==> src/rtl/fcg_pkg.sv <==
package fcg_pkg;
   localparam logic [7:0] OP_WREN   = 8'h06;
   localparam logic [7:0] OP_PP     = 8'h02;
   localparam logic [7:0] OP_SE     = 8'h20;
   localparam logic [7:0] OP_BE     = 8'hD8;
   localparam logic [7:0] OP_CE     = 8'hC7;
   localparam logic [7:0] OP_CE_ALT = 8'h60;
   localparam logic [7:0] OP_WRSR   = 8'h01;
   localparam logic [7:0] OP_RDSR   = 8'h05;
   localparam logic [7:0] OP_SUSP   = 8'h75;
   localparam logic [7:0] OP_RESUME = 8'h7A;
   localparam logic [7:0] OP_RSTEN  = 8'h66;
   localparam logic [7:0] OP_RST    = 8'h99;

   typedef enum logic [2:0] {
      CL_OTHER, CL_WREN, CL_WRITE, CL_STATUS,
      CL_SUSP, CL_RESUME, CL_RSTEN, CL_RST
   } cmd_cls_e;

   typedef enum logic [1:0] {L_PGM, L_ERASE, L_CHIP, L_WRSR} len_sel_e;

   typedef enum logic [1:0] {T_IDLE, T_RUN, T_PEND, T_SUSP} tmr_st_e;

   function automatic int max4(input int a, input int b, input int c, input int d);
      int m;
      m = a;
      if (b > m) m = b;
      if (c > m) m = c;
      if (d > m) m = d;
      return m;
   endfunction
endpackage

==> src/rtl/fcg_decode.sv <==
module fcg_decode
   import fcg_pkg::*;
#(
   parameter bit CHIP_ALT_EN = 1'b1
) (
   input  logic [7:0] code,
   output cmd_cls_e   cls,
   output len_sel_e   lsel
);
   logic alt_chip;

   generate
      if (CHIP_ALT_EN) begin : g_alt_on
         assign alt_chip = (code == OP_CE_ALT);
      end else begin : g_alt_off
         assign alt_chip = 1'b0;
      end
   endgenerate

   always_comb begin
      cls  = CL_OTHER;
      lsel = L_PGM;
      case (code)
         OP_WREN:   cls = CL_WREN;
         OP_PP:     begin cls = CL_WRITE; lsel = L_PGM;   end
         OP_SE:     begin cls = CL_WRITE; lsel = L_ERASE; end
         OP_BE:     begin cls = CL_WRITE; lsel = L_ERASE; end
         OP_CE:     begin cls = CL_WRITE; lsel = L_CHIP;  end
         OP_WRSR:   begin cls = CL_WRITE; lsel = L_WRSR;  end
         OP_RDSR:   cls = CL_STATUS;
         OP_SUSP:   cls = CL_SUSP;
         OP_RESUME: cls = CL_RESUME;
         OP_RSTEN:  cls = CL_RSTEN;
         OP_RST:    cls = CL_RST;
         default:   cls = CL_OTHER;
      endcase
      if (alt_chip) begin
         cls  = CL_WRITE;
         lsel = L_CHIP;
      end
   end
endmodule

==> src/rtl/fcg_op_timer.sv <==
module fcg_op_timer
   import fcg_pkg::*;
#(
   parameter int PGM_CYCLES   = 40,
   parameter int ERASE_CYCLES = 120,
   parameter int CHIP_CYCLES  = 400,
   parameter int WRSR_CYCLES  = 25,
   parameter int SUSP_LAT     = 5
) (
   input  logic     clk,
   input  logic     rst_n,
   input  logic     start,
   input  len_sel_e len_sel,
   input  logic     susp_req,
   input  logic     resume_req,
   input  logic     flush,
   output logic     busy,
   output logic     sus,
   output logic     can_susp,
   output logic     done
);
   localparam int MAX_LEN = max4(PGM_CYCLES, ERASE_CYCLES, CHIP_CYCLES, WRSR_CYCLES);
   localparam int CNT_W   = $clog2(MAX_LEN + 1);
   localparam int LAT_W   = $clog2(SUSP_LAT + 1);

   tmr_st_e          st_q;
   logic [CNT_W-1:0] rem_q;
   logic [LAT_W-1:0] lat_q;
   logic [CNT_W-1:0] len_val;

   always_comb begin
      case (len_sel)
         L_PGM:   len_val = CNT_W'(PGM_CYCLES);
         L_ERASE: len_val = CNT_W'(ERASE_CYCLES);
         L_CHIP:  len_val = CNT_W'(CHIP_CYCLES);
         default: len_val = CNT_W'(WRSR_CYCLES);
      endcase
   end

   assign busy     = (st_q == T_RUN) || (st_q == T_PEND);
   assign sus      = (st_q == T_SUSP);
   assign can_susp = (st_q == T_RUN);
   assign done     = (st_q == T_RUN) && !susp_req && (rem_q == CNT_W'(1));

   always_ff @(posedge clk) begin
      if (!rst_n || flush) begin
         st_q  <= T_IDLE;
         rem_q <= '0;
         lat_q <= '0;
      end else begin
         case (st_q)
            T_IDLE: if (start) begin
               rem_q <= len_val;
               st_q  <= T_RUN;
            end
            T_RUN: begin
               if (susp_req) begin
                  st_q  <= T_PEND;
                  lat_q <= LAT_W'(SUSP_LAT);
               end else if (rem_q == CNT_W'(1)) begin
                  st_q  <= T_IDLE;
                  rem_q <= '0;
               end else begin
                  rem_q <= rem_q - CNT_W'(1);
               end
            end
            T_PEND: begin
               if (lat_q == LAT_W'(1)) st_q <= T_SUSP;
               else lat_q <= lat_q - LAT_W'(1);
            end
            default: if (resume_req) st_q <= T_RUN;
         endcase
      end
   end

   // the two status phases never overlap
   a_r11_busy_sus_excl: assert property (@(posedge clk) disable iff (!rst_n)
      !(busy && sus));
   // suspended state is only reached out of a busy phase
   a_r6_sus_after_busy: assert property (@(posedge clk) disable iff (!rst_n)
      $rose(sus) |-> $past(busy));
   // resume request brings busy back
   a_r7_resume_busy: assert property (@(posedge clk) disable iff (!rst_n)
      (resume_req && sus && !flush) |=> busy && !sus);
endmodule

==> src/rtl/fcg_reset_arm.sv <==
module fcg_reset_arm (
   input  logic clk,
   input  logic rst_n,
   input  logic op_valid,
   input  logic is_rsten,
   input  logic is_rst,
   output logic armed,
   output logic fire,
   output logic rst_pulse
);
   assign fire = op_valid && is_rst && armed;

   always_ff @(posedge clk) begin
      if (!rst_n) begin
         armed     <= 1'b0;
         rst_pulse <= 1'b0;
      end else begin
         rst_pulse <= fire;
         if (op_valid) armed <= is_rsten;
      end
   end

   // a reset pulse only ever follows the armed state
   a_r9_pulse_needs_arm: assert property (@(posedge clk) disable iff (!rst_n)
      rst_pulse |-> $past(armed));
endmodule

==> src/rtl/fcg_ctrl.sv <==
module fcg_ctrl
   import fcg_pkg::*;
#(
   parameter int PGM_CYCLES   = 40,
   parameter int ERASE_CYCLES = 120,
   parameter int CHIP_CYCLES  = 400,
   parameter int WRSR_CYCLES  = 25,
   parameter int SUSP_LAT     = 5,
   parameter bit CHIP_ALT_EN  = 1'b1
) (
   input  logic       clk,
   input  logic       rst_n,
   input  logic       op_valid,
   input  logic [7:0] op_code,
   output logic       op_accept,
   output logic       op_ignore,
   output logic       wel,
   output logic       sus,
   output logic       busy,
   output logic       rst_pulse
);
   generate
      if (PGM_CYCLES < 1 || ERASE_CYCLES < 1 || CHIP_CYCLES < 1 ||
          WRSR_CYCLES < 1 || SUSP_LAT < 1) begin : g_bad_param
         $error("fcg_ctrl: all cycle counts must be at least 1");
      end
   endgenerate

   cmd_cls_e cls;
   len_sel_e lsel;
   logic     armed, fire, can_susp, done, accept_c, wel_q;

   fcg_decode #(.CHIP_ALT_EN(CHIP_ALT_EN)) u_dec (
      .code(op_code), .cls(cls), .lsel(lsel));

   always_comb begin
      case (cls)
         CL_STATUS: accept_c = 1'b1;
         CL_RSTEN:  accept_c = 1'b1;
         CL_RST:    accept_c = armed;
         CL_SUSP:   accept_c = can_susp;
         CL_RESUME: accept_c = sus && !busy;
         CL_WRITE:  accept_c = wel_q && !busy && !sus;
         default:   accept_c = !busy;
      endcase
   end

   assign op_accept = op_valid && accept_c;
   assign op_ignore = op_valid && !accept_c;

   fcg_reset_arm u_arm (
      .clk(clk), .rst_n(rst_n), .op_valid(op_valid),
      .is_rsten(cls == CL_RSTEN), .is_rst(cls == CL_RST),
      .armed(armed), .fire(fire), .rst_pulse(rst_pulse));

   fcg_op_timer #(
      .PGM_CYCLES(PGM_CYCLES), .ERASE_CYCLES(ERASE_CYCLES),
      .CHIP_CYCLES(CHIP_CYCLES), .WRSR_CYCLES(WRSR_CYCLES),
      .SUSP_LAT(SUSP_LAT)
   ) u_tmr (
      .clk(clk), .rst_n(rst_n),
      .start(op_accept && cls == CL_WRITE), .len_sel(lsel),
      .susp_req(op_accept && cls == CL_SUSP),
      .resume_req(op_accept && cls == CL_RESUME),
      .flush(fire), .busy(busy), .sus(sus),
      .can_susp(can_susp), .done(done));

   always_ff @(posedge clk) begin
      if (!rst_n || fire || done) wel_q <= 1'b0;
      else if (op_accept && cls == CL_WREN) wel_q <= 1'b1;
   end
   assign wel = wel_q;

   // an accepted write-class opcode found the gates open
   a_r3_write_gated: assert property (@(posedge clk) disable iff (!rst_n)
      (op_accept && cls == CL_WRITE) |-> (wel && !busy && !sus));
   // a write rejected for WEL=0 starts nothing
   a_r3_reject_hold: assert property (@(posedge clk) disable iff (!rst_n)
      (op_valid && cls == CL_WRITE && !wel && !busy && !sus) |=> (!busy && !wel && !sus));
   // completion clears the write-enable latch
   a_r4_done_clears_wel: assert property (@(posedge clk) disable iff (!rst_n)
      done |=> !wel);
   // suspend is dropped unless running and not suspended
   a_r6_susp_ignored: assert property (@(posedge clk) disable iff (!rst_n)
      (op_valid && op_code == OP_SUSP && (sus || !busy)) |-> !op_accept);
   // resume is dropped unless suspended and idle
   a_r7_resume_ignored: assert property (@(posedge clk) disable iff (!rst_n)
      (op_valid && op_code == OP_RESUME && (!sus || busy)) |-> !op_accept);
   // completed reset clears the status bits
   a_r8_reset_clears: assert property (@(posedge clk) disable iff (!rst_n)
      (op_accept && op_code == OP_RST) |=> (rst_pulse && !wel && !busy && !sus));
endmodule

==> config.mk <==
export PLATFORM = sky130hd
export DESIGN_NAME = fcg_ctrl
export DESIGN_NICKNAME = d
export VERILOG_FILES = /design/src/rtl/fcg_pkg.sv /design/src/rtl/fcg_decode.sv /design/src/rtl/fcg_op_timer.sv /design/src/rtl/fcg_reset_arm.sv /design/src/rtl/fcg_ctrl.sv
export SDC_FILE = /design/constraint.sdc
export NUM_CORES = 1
export LEC_CHECK = 0
export ABC_AREA = 1
export BUFFER_PORTS_ARGS = -buffer_cell sky130_fd_sc_hd__buf_2
export CORE_UTILIZATION = 58
export DETAILED_ROUTE_END_ITERATION = 16
export HOLD_SLACK_MARGIN = 0.06
export PLACE_DENSITY_LB_ADDON = 0.15
export SYNTH_ARGS = -nofsm -noshare
export SYNTH_HDL_FRONTEND = slang
export SYNTH_HIERARCHICAL = 1
export SYNTH_SLANG_ARGS = --single-unit
==> constraint.sdc <==
create_clock -name clk -period 2.9 [get_ports clk]
set_input_delay 0.29 -clock clk [delete_from_list [all_inputs] [get_ports clk]]
set_output_delay 0.29 -clock clk [all_outputs]
set_load 0.03 [all_outputs]
==> results.txt <==
----------------------------------------------------
[Routing]
  Number of nets with antenna violations after detailed routing ... 0
  Detailed-router iteration count before antenna repair ... 4
  Routed via count divided by cell count ... 5.02
  DR iter-0 viols ... 32
  Average detailed-routed wire length per instance ... 9.59 µm
  Total detailed-routing wirelength ... 3.07 mm
  Total vias in the final route ... 1607
  DRC errors left ... 0

[GRT]
  Tot GR Track Use ... 0.237
  Total gr overflow ... 0
  Initial antenna violation count ... 0
  Wire length of the first global-routing pass ... 4.98 mm
  Via count of the first global-routing pass ... 1259
  Pin count of the biggest net entering global routing ... 13

[Final layout]
  Synthesis-to-finish area growth ... 8.88%
  Nets ... 311
  Final std cells w/o fill ... 320
  Layout fillers ... 257
  Fraction of final layout cells with drive strength greater than 1 ... 0.138
  Number of antenna diodes ... 0
  Area of the multi-input gates ... 0.00102 mm²
  Area taken by flip-flops and latches ... 340 µm²
  Final instance area ... 0.00169 mm²

[Synthesis]
  Post-synthesis cell area ... 0.00155 mm²
  Most common library cells after synthesis ... nand2_1 (61), nor2_1 (56), inv_1 (45)
  Number of synthesized flops with an enable pin ... 0
  Cell types occupying the most area after synthesis ... dfxtp_1 (22%), nand2_1 (15%), nor2_1 (14%)
  Post-synthesis cell type count ... 24
  Asr flop ratio synth ... 0
  Net count after synthesis ... 291
  Most common cell in the synthesized netlist ... nand2_1
  Biggest area consumer among synthesized cells ... dfxtp_1
  Number of register bits inferred by synthesis ... 17
  Predominant post-synthesis flop cell ... dfxtp_1
  Post-synthesis average cell area ... 5.72 µm²
  Sequential share of the synthesized area ... 0.220
  Area fraction of the dominant cell type after synthesis ... 0.220
  Yosys warns ... 6
  Cells after synthesis ... 271

[Power]
  Standby leakage power ... 0.821 nW
  Peak supply drop ... 610 µV
  Share of total power consumed by net switching ... 0.537
  Comb power frac ... 0.650
  Net switching power of the design ... 0.813 mW
  Power share of the sequential group ... 0.262
  Cell internal pwr ... 0.702 mW
  Clock network power share ... 0.088
  Power after layout ... 1.52 mW
  Power density normalized to cell area ... 898 mW/mm²

[Die]
  Die H ... 53.7 µm
  Die Span X ... 53.7 µm
  Area enclosed by the die boundary ... 0.00288 mm²
  Number of placement rows ... 18
  Core Footprint ... 0.00250 mm²
  Initial core utilization ... 0.620
  Number of primary I/O pins ... 17

[Clock tree]
  Root Buffer Master ... clkbuf_4
  Number of buffers between clock root and the deepest sink ... 2
  Clock sinks ... 17
  Level count of the clock H-tree ... 1
  Clock Pin Slew Worst Setup and Hold Paths ... 0.11 ns
  Post-CTS setup buffers ... 0
  Clock tree from TritonCTS ... built
  Clock buffer count from CTS ... 3
  Count of cells resized by post-cts repair ... 0
  Hold-fix buffer count after cts ... 0
  Clock latency on the worst-skew pair ... 0.30 ns

[STA]
  Transition time at the pin with the least slew margin ... 0.411 ns
  Max frequency ... 450 MHz
  Minimum clock period ... 2.22 ns
  Count of final max-slew check failures ... 0
  RSZ-0062 raised after global routing ... false
  Worst slew slack as a fraction of its limit ... 0.726
  Finish-stage setup viols ... 0
  Worst hold slack across all endpoints ... 0.231 ns
  Total negative setup slack ... 0 ns
  Number of hold violations in the final report ... 0
  Final Skew ... 0.00535 ns
  Ratio of final minimum period to clock period ... 0.766

[Status]
  Result of the run ... finished, final reports clean

[Worst setup path]
  Sequence of cells on the critical path ... buf_2 -> inv_1 -> nand2_1 -> nor2_1 -> nand2_1 -> nand2_1 -> nor2_1 -> nand3_1 -> nor2_1 -> nand3_1 -> nand3_1 -> nand2_1 -> nand2_2 -> nand2_2 -> nor2_1 -> nand2_2 -> o211ai_4 -> inv_4 -> o21ai_0 -> a21oi_1
  Family with the most delay on the worst path ... simple AND/OR/NAND/NOR gates
  Cell with the largest stage delay on the worst path ... nand3_1
  Arrival time at the worst endpoint ... 2.42 ns
  Peak per-stage delay on the critical path ... 0.21 ns
  Reg-to-reg slack, setup ... 0.69 ns
  Crit path buffers/inverters ... 3
  Critical path class ... input port to flop
  Category of the worst setup path launch point ... input port
  Required time of the critical path ... 3.10 ns
  Peak fanout along the critical path ... 10
  Endpoint type of the worst setup path ... flop

[Placement]
  Instance count after placement with tap cells included ... 316
  Placed Instance Area ... 0.00166 mm²
  Number of input and output port buffers inserted ... 16
  DP Wirelength ... 2.45 mm
  GPL Wtd Cong ... 0.903

[Min path]
  Hold Crit Class ... input port to flop

[Flow run]
  Count of maximum capacitance violations ... 0

----------------------------------------------------
## worst reg2reg max path, delay by kind of cell, from the launching register on
kind                     cells  cell delay (ns)
adder cells (fa/ha/maj)      1             0.42
AO/OA/AOI/OAI                3             0.41
buffers and inverters        2             0.22
AND/OR/NAND/NOR              7             0.72
flip-flops                   1             0.35
## area by class of cell
type                            count  share of cell area
Inverter                           47               0.106
Sequential cell                    17               0.202
Clock buffer                        3              0.0133
Clock inverter                      1             0.00297
Multi-Input combinational cell    205               0.602
Timing Repair Buffer               17              0.0519
Tap cell                           30              0.0222
## sequential cells by signal, summed over array words and instances (netlist names)
name,count
u_arm/rst_pulse,1
u_tmr/lat_q,3
wel,1
u_tmr/rem_q,9
u_tmr/st_q,2
u_arm/armed,1
## routing by layer
metal	global-route usage	vias to the layer above	routed length, µm
li1	-	887	-
met2	0.387	28	1400
met5	0	-	0
met4	0.0789	0	25
met1	0.296	688	1540
met3	0.0650	4	107
## power by group through the flow
stage	Sequential (mW)	Combinational, mW	Clock, mW
floorplan	0.382	0.818	0
global route	0.410	1.15	0.148
global placement	0.401	0.967	0
finish	0.397	0.985	0.133
detailed placement	0.400	0.983	0
CTS	0.395	0.984	0.140
## layout by cell type, fill, tap and decap left out, types with 3 or more instances in the layout
cell,netlist,final
a21oi_1,16,16
buf_2,0,16
clkbuf_4,0,3
dfxtp_1,17,17
ha_1,9,9
inv_1,45,45
nand2_1,61,61
nand2_2,6,6
nand3_1,19,19
nand3_2,3,3
nand4_1,3,3
nor2_1,56,56
nor2_2,4,4
nor3_1,5,5
o21ai_0,14,14
## kinds of logic (layout without fill, tap and decap cells)
kind of cell,count (synthesis),in the layout,share of synthesized area
AND/OR/NAND/NOR,159,159,0.446
buffers and inverters,49,68,0.125
AO/OA/AOI/OAI,37,37,0.137
flip-flops,17,17,0.220
adder cells (fa/ha/maj),9,9,0.0726
## final timing paths
check        cells after the start             end           from
min                              3     u_arm/armed          rst_n
max reg2reg                     13  u_tmr/rem_q[0]  u_tmr/st_q[1]
max                             20  u_tmr/rem_q[0]     op_code[1]
min reg2reg                      2             wel            wel
## stage by stage
step                      worst slack (ns)   util
after floorplan                      0.816      -
after global placement               0.434  0.664
after detailed placement             0.375  0.664
final                                0.678  0.675
after global routing                 0.333  0.675
after CTS                            0.690  0.675
(Power assumes the default switching activity.)
